$ cat config.mk
export PLATFORM = sky130hd
export DESIGN_NAME = boot_path_sequencer
export DESIGN_NICKNAME = d
export VERILOG_FILES = /design/src/rtl/boot_seq_pkg.sv /design/src/rtl/boot_seq_datapath.sv /design/src/rtl/boot_seq_ctrl.sv /design/src/rtl/boot_path_sequencer.sv
export SDC_FILE = /design/constraint.sdc
export NUM_CORES = 1
export LEC_CHECK = 0
export BUFFER_PORTS_ARGS = -buffer_cell sky130_fd_sc_hd__buf_2
export CAP_MARGIN = 40
export CORE_MARGIN = 5
export CORE_UTILIZATION = 56
export CTS_CLUSTER_SIZE = 8
export DETAILED_ROUTE_END_ITERATION = 12
export HOLD_SLACK_MARGIN = 0.05
export PLACE_DENSITY = 0.81
export SYNTH_ARGS = -nofsm -noshare
export SYNTH_HDL_FRONTEND = slang
export SYNTH_SLANG_ARGS = --single-unit
$ cat constraint.sdc
create_clock -name clk -period 3.7 [get_ports clk]
set_input_delay 0.925 -clock clk [delete_from_list [all_inputs] [get_ports clk]]
set_output_delay 0.925 -clock clk [all_outputs]
set_load 0.02 [all_outputs]
$ cat src/rtl/boot_seq_pkg.sv
package boot_seq_pkg;

  typedef enum logic [2:0] {
    S_IDLE,
    S_CHECK_WDT,
    S_SAMPLE_PIN,
    S_SUM,
    S_DECIDE,
    S_USER,
    S_ISP
  } seqState_t;

  // control -> datapath
  typedef struct packed {
    logic clear;   // restart word index and accumulator
    logic fetch;   // issue table reads
  } ctrlStrobes_t;

  // datapath -> control
  typedef struct packed {
    logic pinLevel;    // synchronized boot-select level
    logic lastAccept;  // final table word accepted this cycle
    logic sumZero;     // accumulator equals zero
  } dpStatus_t;

endpackage

$ cat src/rtl/boot_seq_datapath.sv
module boot_seq_datapath
  import boot_seq_pkg::*;
#(
  parameter int unsigned DATA_W      = 32,
  parameter int unsigned ADDR_W      = 32,
  parameter int unsigned VEC_WORDS   = 8,
  parameter int unsigned VEC_BASE    = 0,
  parameter int unsigned SYNC_STAGES = 2
) (
  input  logic              clk,
  input  logic              rstN,
  input  ctrlStrobes_t      strobes,
  input  logic              bootPin,
  input  logic              memAck,
  input  logic [DATA_W-1:0] memData,
  output logic              memReq,
  output logic [ADDR_W-1:0] memAddr,
  output dpStatus_t         status
);

  localparam int unsigned IDX_W          = (VEC_WORDS > 1) ? $clog2(VEC_WORDS) : 1;
  localparam int unsigned BYTES_PER_WORD = DATA_W / 8;
  localparam logic [IDX_W-1:0] LAST_IDX  = IDX_W'(VEC_WORDS - 1);

  logic [SYNC_STAGES-1:0] syncReg;
  logic [IDX_W-1:0]       wordIdx;
  logic [DATA_W-1:0]      acc;
  logic                   accept;

  // boot-pin synchronizer, depth chosen by parameter
  generate
    if (SYNC_STAGES == 1) begin : gSyncSingle
      always_ff @(posedge clk or negedge rstN) begin
        if (!rstN) syncReg <= '0;
        else       syncReg <= bootPin;
      end
    end else begin : gSyncChain
      always_ff @(posedge clk or negedge rstN) begin
        if (!rstN) syncReg <= '0;
        else       syncReg <= {syncReg[SYNC_STAGES-2:0], bootPin};
      end
    end
  endgenerate

  assign memReq = strobes.fetch;
  assign accept = strobes.fetch & memAck;

  always_ff @(posedge clk or negedge rstN) begin
    if (!rstN) begin
      wordIdx <= '0;
      acc     <= '0;
    end else if (strobes.clear) begin
      wordIdx <= '0;
      acc     <= '0;
    end else if (accept) begin
      wordIdx <= wordIdx + 1'b1;
      acc     <= acc + memData;
    end
  end

  assign memAddr = ADDR_W'(VEC_BASE) + ADDR_W'(wordIdx) * ADDR_W'(BYTES_PER_WORD);

  assign status.pinLevel   = syncReg[SYNC_STAGES-1];
  assign status.lastAccept = accept && (wordIdx == LAST_IDX);
  assign status.sumZero    = (acc == '0);

  // address of a pending read does not move before its acknowledge
  assert_addr_hold_R5: assert property (@(posedge clk) disable iff (!rstN)
    (memReq && !memAck) |=> $stable(memAddr));

  // a pending read is not withdrawn before its acknowledge
  assert_req_hold_R5: assert property (@(posedge clk) disable iff (!rstN)
    (memReq && !memAck) |=> memReq);

  // a restart leaves the accumulator empty
  assert_clear_empties_R9: assert property (@(posedge clk) disable iff (!rstN)
    strobes.clear |=> status.sumZero);

endmodule

$ cat src/rtl/boot_seq_ctrl.sv
module boot_seq_ctrl
  import boot_seq_pkg::*;
(
  input  logic         clk,
  input  logic         rstN,
  input  logic         wdtFlag,
  input  dpStatus_t    status,
  output ctrlStrobes_t strobes,
  output logic         remapUser,
  output logic         goUser,
  output logic         enterIsp,
  output logic         seqDone
);

  seqState_t state, nextState;
  logic      launched;

  always_comb begin
    nextState = state;
    unique case (state)
      S_IDLE:       nextState = S_CHECK_WDT;
      S_CHECK_WDT:  nextState = wdtFlag ? S_SUM : S_SAMPLE_PIN;
      S_SAMPLE_PIN: nextState = status.pinLevel ? S_SUM : S_ISP;
      S_SUM:        nextState = status.lastAccept ? S_DECIDE : S_SUM;
      S_DECIDE:     nextState = status.sumZero ? S_USER : S_ISP;
      S_USER:       nextState = S_USER;
      S_ISP:        nextState = S_ISP;
      default:      nextState = S_IDLE;
    endcase
  end

  always_ff @(posedge clk or negedge rstN) begin
    if (!rstN) begin
      state     <= S_IDLE;
      remapUser <= 1'b0;
      goUser    <= 1'b0;
      launched  <= 1'b0;
    end else begin
      state <= nextState;
      if (state == S_DECIDE && status.sumZero) remapUser <= 1'b1;
      goUser <= (state == S_USER) && !launched;
      if (state == S_USER) launched <= 1'b1;
    end
  end

  assign strobes.clear = (state == S_IDLE);
  assign strobes.fetch = (state == S_SUM);
  assign enterIsp      = (state == S_ISP);
  assign seqDone       = (state == S_USER) || (state == S_ISP);

  // start strobe only after remap has been in effect for a cycle
  assert_go_after_remap_R6: assert property (@(posedge clk) disable iff (!rstN)
    goUser |-> $past(remapUser));

  // start strobe lasts one cycle
  assert_go_single_R6: assert property (@(posedge clk) disable iff (!rstN)
    goUser |=> !goUser);

  // remap, once switched, stays switched
  assert_remap_sticky_R6: assert property (@(posedge clk) disable iff (!rstN)
    remapUser |=> remapUser);

  // programming mode never coexists with a user remap
  assert_isp_no_remap_R7: assert property (@(posedge clk) disable iff (!rstN)
    enterIsp |-> !remapUser);

  // completion is sticky
  assert_done_sticky_R8: assert property (@(posedge clk) disable iff (!rstN)
    seqDone |=> seqDone);

endmodule

$ cat src/rtl/boot_path_sequencer.sv
module boot_path_sequencer
  import boot_seq_pkg::*;
#(
  parameter int unsigned DATA_W      = 32,
  parameter int unsigned ADDR_W      = 32,
  parameter int unsigned VEC_WORDS   = 8,
  parameter int unsigned VEC_BASE    = 0,
  parameter int unsigned SYNC_STAGES = 2
) (
  input  logic              clk,
  input  logic              rstN,
  input  logic              wdtFlag,
  input  logic              bootPin,
  input  logic              memAck,
  input  logic [DATA_W-1:0] memData,
  output logic              memReq,
  output logic [ADDR_W-1:0] memAddr,
  output logic              remapUser,
  output logic              goUser,
  output logic              enterIsp,
  output logic              seqDone
);

  ctrlStrobes_t strobes;
  dpStatus_t    status;

  boot_seq_ctrl ctrl_i (
    .clk       (clk),
    .rstN      (rstN),
    .wdtFlag   (wdtFlag),
    .status    (status),
    .strobes   (strobes),
    .remapUser (remapUser),
    .goUser    (goUser),
    .enterIsp  (enterIsp),
    .seqDone   (seqDone)
  );

  boot_seq_datapath #(
    .DATA_W      (DATA_W),
    .ADDR_W      (ADDR_W),
    .VEC_WORDS   (VEC_WORDS),
    .VEC_BASE    (VEC_BASE),
    .SYNC_STAGES (SYNC_STAGES)
  ) dp_i (
    .clk     (clk),
    .rstN    (rstN),
    .strobes (strobes),
    .bootPin (bootPin),
    .memAck  (memAck),
    .memData (memData),
    .memReq  (memReq),
    .memAddr (memAddr),
    .status  (status)
  );

endmodule

Word level (Yosys, flattened, before mapping)
Index checks and enable logic that the tools add are counted.
Word-level totals
  register bits after elaboration: 43
  input bits: 37
  output and inout bits: 37
  logic and storage cells: 34
Cells by class
  $add $sub $neg: 2
  equality and inequality tests: 7
  muxes and demuxes: 9
  bitwise operators: 1
  reductions and logical operators: 8
Operators with widths (number)
  32-bit 2-to-1 mux: 2
  32-bit adder: 1
  32-bit logical NOT: 1
  3-bit case mux with 7 select lines: 1
  3-bit == test, second input constant: 4
  3-bit 2-to-1 mux: 4
  3-bit by 2-bit == test with 1-bit output, second input constant: 2
  3-bit by 1-bit adder with 3-bit output, second input constant: 1
  3-bit by 1-bit == test with 1-bit output, second input constant: 1
  1-bit logical AND: 3
  3-bit logical NOT: 1
  2-bit 2-to-1 mux: 1
  2-bit nonzero test: 1
  1-bit bitwise AND: 1
  1-bit logical NOT: 1
  1-bit logical OR: 1
  1-bit 2-to-1 mux: 1

Longest topological paths before layout
  word-level depth: 5
  depth in mapped cells: 10
  depth with buffers taken out: 10

By module
A second synthesis with hierarchy kept.
Unflattened totals
  cells, all modules: 474
  area total of the unflattened synthesis: 3842.4 µm²
Modules (own cells, without submodules)
  boot_seq_datapath: times used 1, cells each 442, area each 3523.4 µm², sequential area each 925.9 µm²
  boot_seq_ctrl: times used 1, cells each 32, area each 319.1 µm², sequential area each 150.1 µm²

Least setup slack after synthesis
OpenSTA, ideal clock, no wires.
  kind: input-to-reg
  start point: input port memData[0]
  end point: register dp_i.acc[28]
  setup time: 121 ps
  arrival time: 3043 ps
  required time: 3579 ps
  path slack: 536 ps
  cell stages on the path: 10
  buffers on the path: 0
  path through: ha_1 fa_1 a211oi_2 o211ai_1 a221oi_2 o31a_1 o2111ai_1 a31oi_1 xor2_1 o21ai_1
Between the ends
  cells in the longest elaborated chain, start to end: 3
Ends and longest elaborated chain
  from (decl): RTL line boot_path_sequencer.sv:15  | input logic [DATA_W-1:0] memData,
  32-bit adder: RTL line boot_seq_datapath.sv:57  | acc <= acc + memData;
  32-bit 2-to-1 mux: RTL line boot_seq_datapath.sv:55  | end else if (accept) begin
  32-bit 2-to-1 mux: RTL line boot_seq_datapath.sv:52  | end else if (strobes.clear) begin
  to (signal assigned): RTL line boot_seq_datapath.sv:57
  to (decl): RTL line boot_seq_datapath.sv:27  | logic [DATA_W-1:0] acc;
Every way passes these cells. The select of a mux whose other input is x is not followed.
A chain may end at the register's enable or synchronous reset.

Worst setup path in the final report
  start point: input port memData[0]
  end point: register dp_i.acc[30]
Same word-level chain as after synthesis.

==> run summary <==
In this run the critical register-to-register path is launched from dp_i.acc[0]. The minimum setup slack among reg-to-reg paths is about 820 ps. The count of pins over their slew limit came out at 0. A synthesized cell averages about 8.5 sq um.

The cell leakage power came out at 1.94 nW. The worst min-delay path class is flop to flop. The pin count of the biggest net entering global routing is 28. The synthesized design contains between 40 and 50 register bits. The placed wire-length estimate after detailed placement came out at 6.65 mm.

The required time at the endpoint of the critical path came out at around 3900 ps. Across the run, the number of max-cap violations was 0. The layout overhead on the synthesized area is 6.86%.

The critical path in this run is classified as primary input to flop. The kind of launch point of the worst setup path is a primary input. In this run the tool buffered the top-level ports with 44 buffer cells.

The global-route wire length before repair is 14.5 mm. The number of vias per cell after detailed routing came out at 5.94. The effective utilization at floorplan came out at 57.7%. In the layout the commonest cells are 44 x buf_2, 43 x dfrtp_1, 39 x nand3_1. The end of the critical path is dp_i.acc[30]. On the worst path, the slowest cell contributes a delay of 440 ps. The count of clock tree sinks is 43. After clock tree synthesis, the clock-pin slew on the worst setup and hold paths is 100 ps. The via count of the first global-routing pass was around 3,100.

The achievable frequency is 316 MHz. The number of nets with antenna violations after routing came out at 0. The slowest stage of the critical path belongs to the cell fa_1. The number of antenna violations at the first check in global routing came out at 0. The number of buffers created by CTS came out at 5. The combined area of all synthesized cells is 3680 sq um.

The number of buffers inserted for hold repair after clock tree synthesis came out at 0. Data arrives at the worst endpoint at 3350 ps. The maximum clock insertion buffer count came out at 2. The count of endpoints failing hold in the final timing report came out at 0. The slew at the pin closest to its max-slew limit is 643 ps. The number of synthesized flops with an enable pin came out at 0. The number of standard-cell rows in the floorplan is 29. The count of routing violations after the opening detailed-route iteration is 172. The routed design could run at a clock period as short as roughly 3200 ps. After floorplanning, the core was sized to cover 6390 sq um. The die covers 8300 sq um. In the global route stage, overall resource usage came out at 20.4%.

The final weighted congestion in routability-driven placement is 0.888. The library cell used as clock root buffer is clkbuf_8. The largest fanout on the critical path came out at 4.

The count of cells resized by post-cts repair came out at 0. The clock tree from TritonCTS is yes. The endpoint type of the worst setup path is a flop.

Tracing the worst setup path back leads to its startpoint at memData[0]. The fraction of synthesis flops using an asynchronous set or reset pin came out at 100%. Among the stages of the critical path, the cell type that occurs most often is o21ai_1. The detailed-route DRC error count is 0. The final layout contains 543 nets.

Walking the worst path, the cells encountered are buf_2 > ha_1 > fa_1 > a211oi_2 > o211ai_1 > a221oi_2 > o31ai_1 > a21oi_1 > o21ai_1 > xnor2_1 > o21ai_1. Of the cells placed in the final design, the portion with a size suffix greater than 1 is 14.6%. Detailed routing inserted a total of 3,269 vias. The diode insertion count for antenna repair is 0. After synthesis, flip-flops and latches occupy 29.2% of the total area. The worst setup skew after layout came out at 11.9 ps. The accumulated negative setup slack is 0 ps.

Summing internal, switching and leakage power gives 0.00303 W. The wire length per cell after detailed routing is ~15 um. The gate count after technology mapping is 434. The post-synthesis cell type count is 55.

The number of setup buffers added after CTS came out at 0. The run finished with clean final reports. The post-detailed-routing wire length came out at 8.49 mm. The clock latency on the worst-skew pair is 310 ps. The sum of overflow across all layers after global routing came out at 0.

Headroom to the max-slew limit came out at 56.8%. The library cell used most frequently in the layout, excluding fill and tap cells, is buf_2. The die is 91.1 um wide.

The clock tree synthesis step divided the H-tree into 2 levels. During synthesis, Yosys emitted a total of 0 warnings. Setup repair after global routing left no endpoint under its margin. The commonest register cell after synthesis is dfrtp_1. The worst ir drop on vdd is about 0.43 mV. The number of search-and-repair iterations in the first detailed-routing pass came out at 4. The die is 91.1 um tall. In this run the critical register-to-register path is captured at dp_i.acc[30]. Setup violations remaining at the end of the flow were counted as 0.

The worst-case reg-to-reg path depth is 10. The number of I/O pins came out at between 70 and 80. The post-route fraction of the period consumed by the critical path is between 80 and 90%. The power density relative to cell area is a little under 800 nW/um^2.
where the power goes:
group          leakage [nW]  internal (W)  switching (W)  total [W]
combinational          1.34      0.000770        0.00109    0.00186
sequential            0.545      0.000653       0.000183   0.000836
clock                0.0491      0.000139       0.000194   0.000334
critical path, delay by kind of cell:
family                     cells  cell delay, ps
AOI/OAI and AO/OA              7            1500
adders and majority gates      2             650
xor gates and xnor gates       1             160
buffers and inverters          1             100
metrics by stage:
step	hold slack, ps	instances	utilization, %	instance area [sq um]	setup slack [ps]
3_5_place_dp	336	542	60.1	3840	197
3_3_place_gp	333	540	59.5	3800	273
5_1_grt	368	550	61.6	3940	314
2_1_floorplan	331	462	-	3790	536
4_1_cts	361	550	61.6	3940	549
6_report	356	550	61.6	3940	533
cells in the mapped netlist, types with 8 or more instances:
cell / count / area, sq um
ha_1: 33 / 413
inv_1: 10 / 37.5
xnor2_1: 12 / 105
nor4_1: 10 / 62.6
buf_4: 30 / 225
nand3_1: 39 / 195
a21o_1: 19 / 143
o21ai_0: 34 / 170
nand2_1: 25 / 93.8
o21ai_1: 8 / 40.0
a21oi_1: 30 / 150
nor3_1: 10 / 50.1
dfrtp_1: 43 / 1080
clkbuf_1: 10 / 37.5
xor2_1: 14 / 123
nor2_1: 27 / 101
cells by family after synthesis:
group / count (synthesis) / synth area share, %
AOI/OAI and AO/OA: 137 / 24.1
xor gates and xnor gates: 26 / 6.18
adders and majority gates: 34 / 11.8
buffers and inverters: 56 / 9.96
DFF: 43 / 29.2
muxes: 1 / 0.272
other: 1 / 0.102
and+or+nand+nor: 136 / 18.5
worst min-delay path by stage:
| stage | startpoint | end | cells past startpoint |
|---|---|---|---|
| detailed placement | dp_i.syncReg[0] | dp_i.syncReg[1] | 0 |
| CTS | dp_i.syncReg[0] | dp_i.syncReg[1] | 0 |
| floorplan | dp_i.syncReg[0] | dp_i.syncReg[1] | 0 |
| global route | dp_i.syncReg[0] | dp_i.syncReg[1] | 0 |
| global placement | dp_i.syncReg[0] | dp_i.syncReg[1] | 0 |
| finish | dp_i.syncReg[0] | dp_i.syncReg[1] | 0 |
cell type report:
| class | instances | area [sq um] |
|---|---|---|
| clock inverter | 3 | 26.3 |
| fill | 568 | 2450 |
| timing repair buffer | 49 | 285 |
| tap | 77 | 96.3 |
| clock buffer | 5 | 68.8 |
| multi-input combinational | 363 | 2340 |
| sequential | 43 | 1080 |
| inverter | 10 | 37.5 |
registers in the layout (all words and copies together) (netlist names):
name	cells
dp_i.syncReg	2
ctrl_i.launched	1
ctrl_i.state	3
dp_i.acc	32
ctrl_i.remapUser	1
dp_i.wordIdx	3
ctrl_i.goUser	1
layer usage:
layer / up-vias / track usage (%) / share of wire, %
met1: 1527 / 28.5 / 44
met2: 111 / 33.2 / 48
met4: 0 / 5.75 / 1.5
met5: - / 0 / 0
li1: 1621 / - / -
met3: 10 / 2.56 / 6.4
Power figures use the tool's default switching activity.
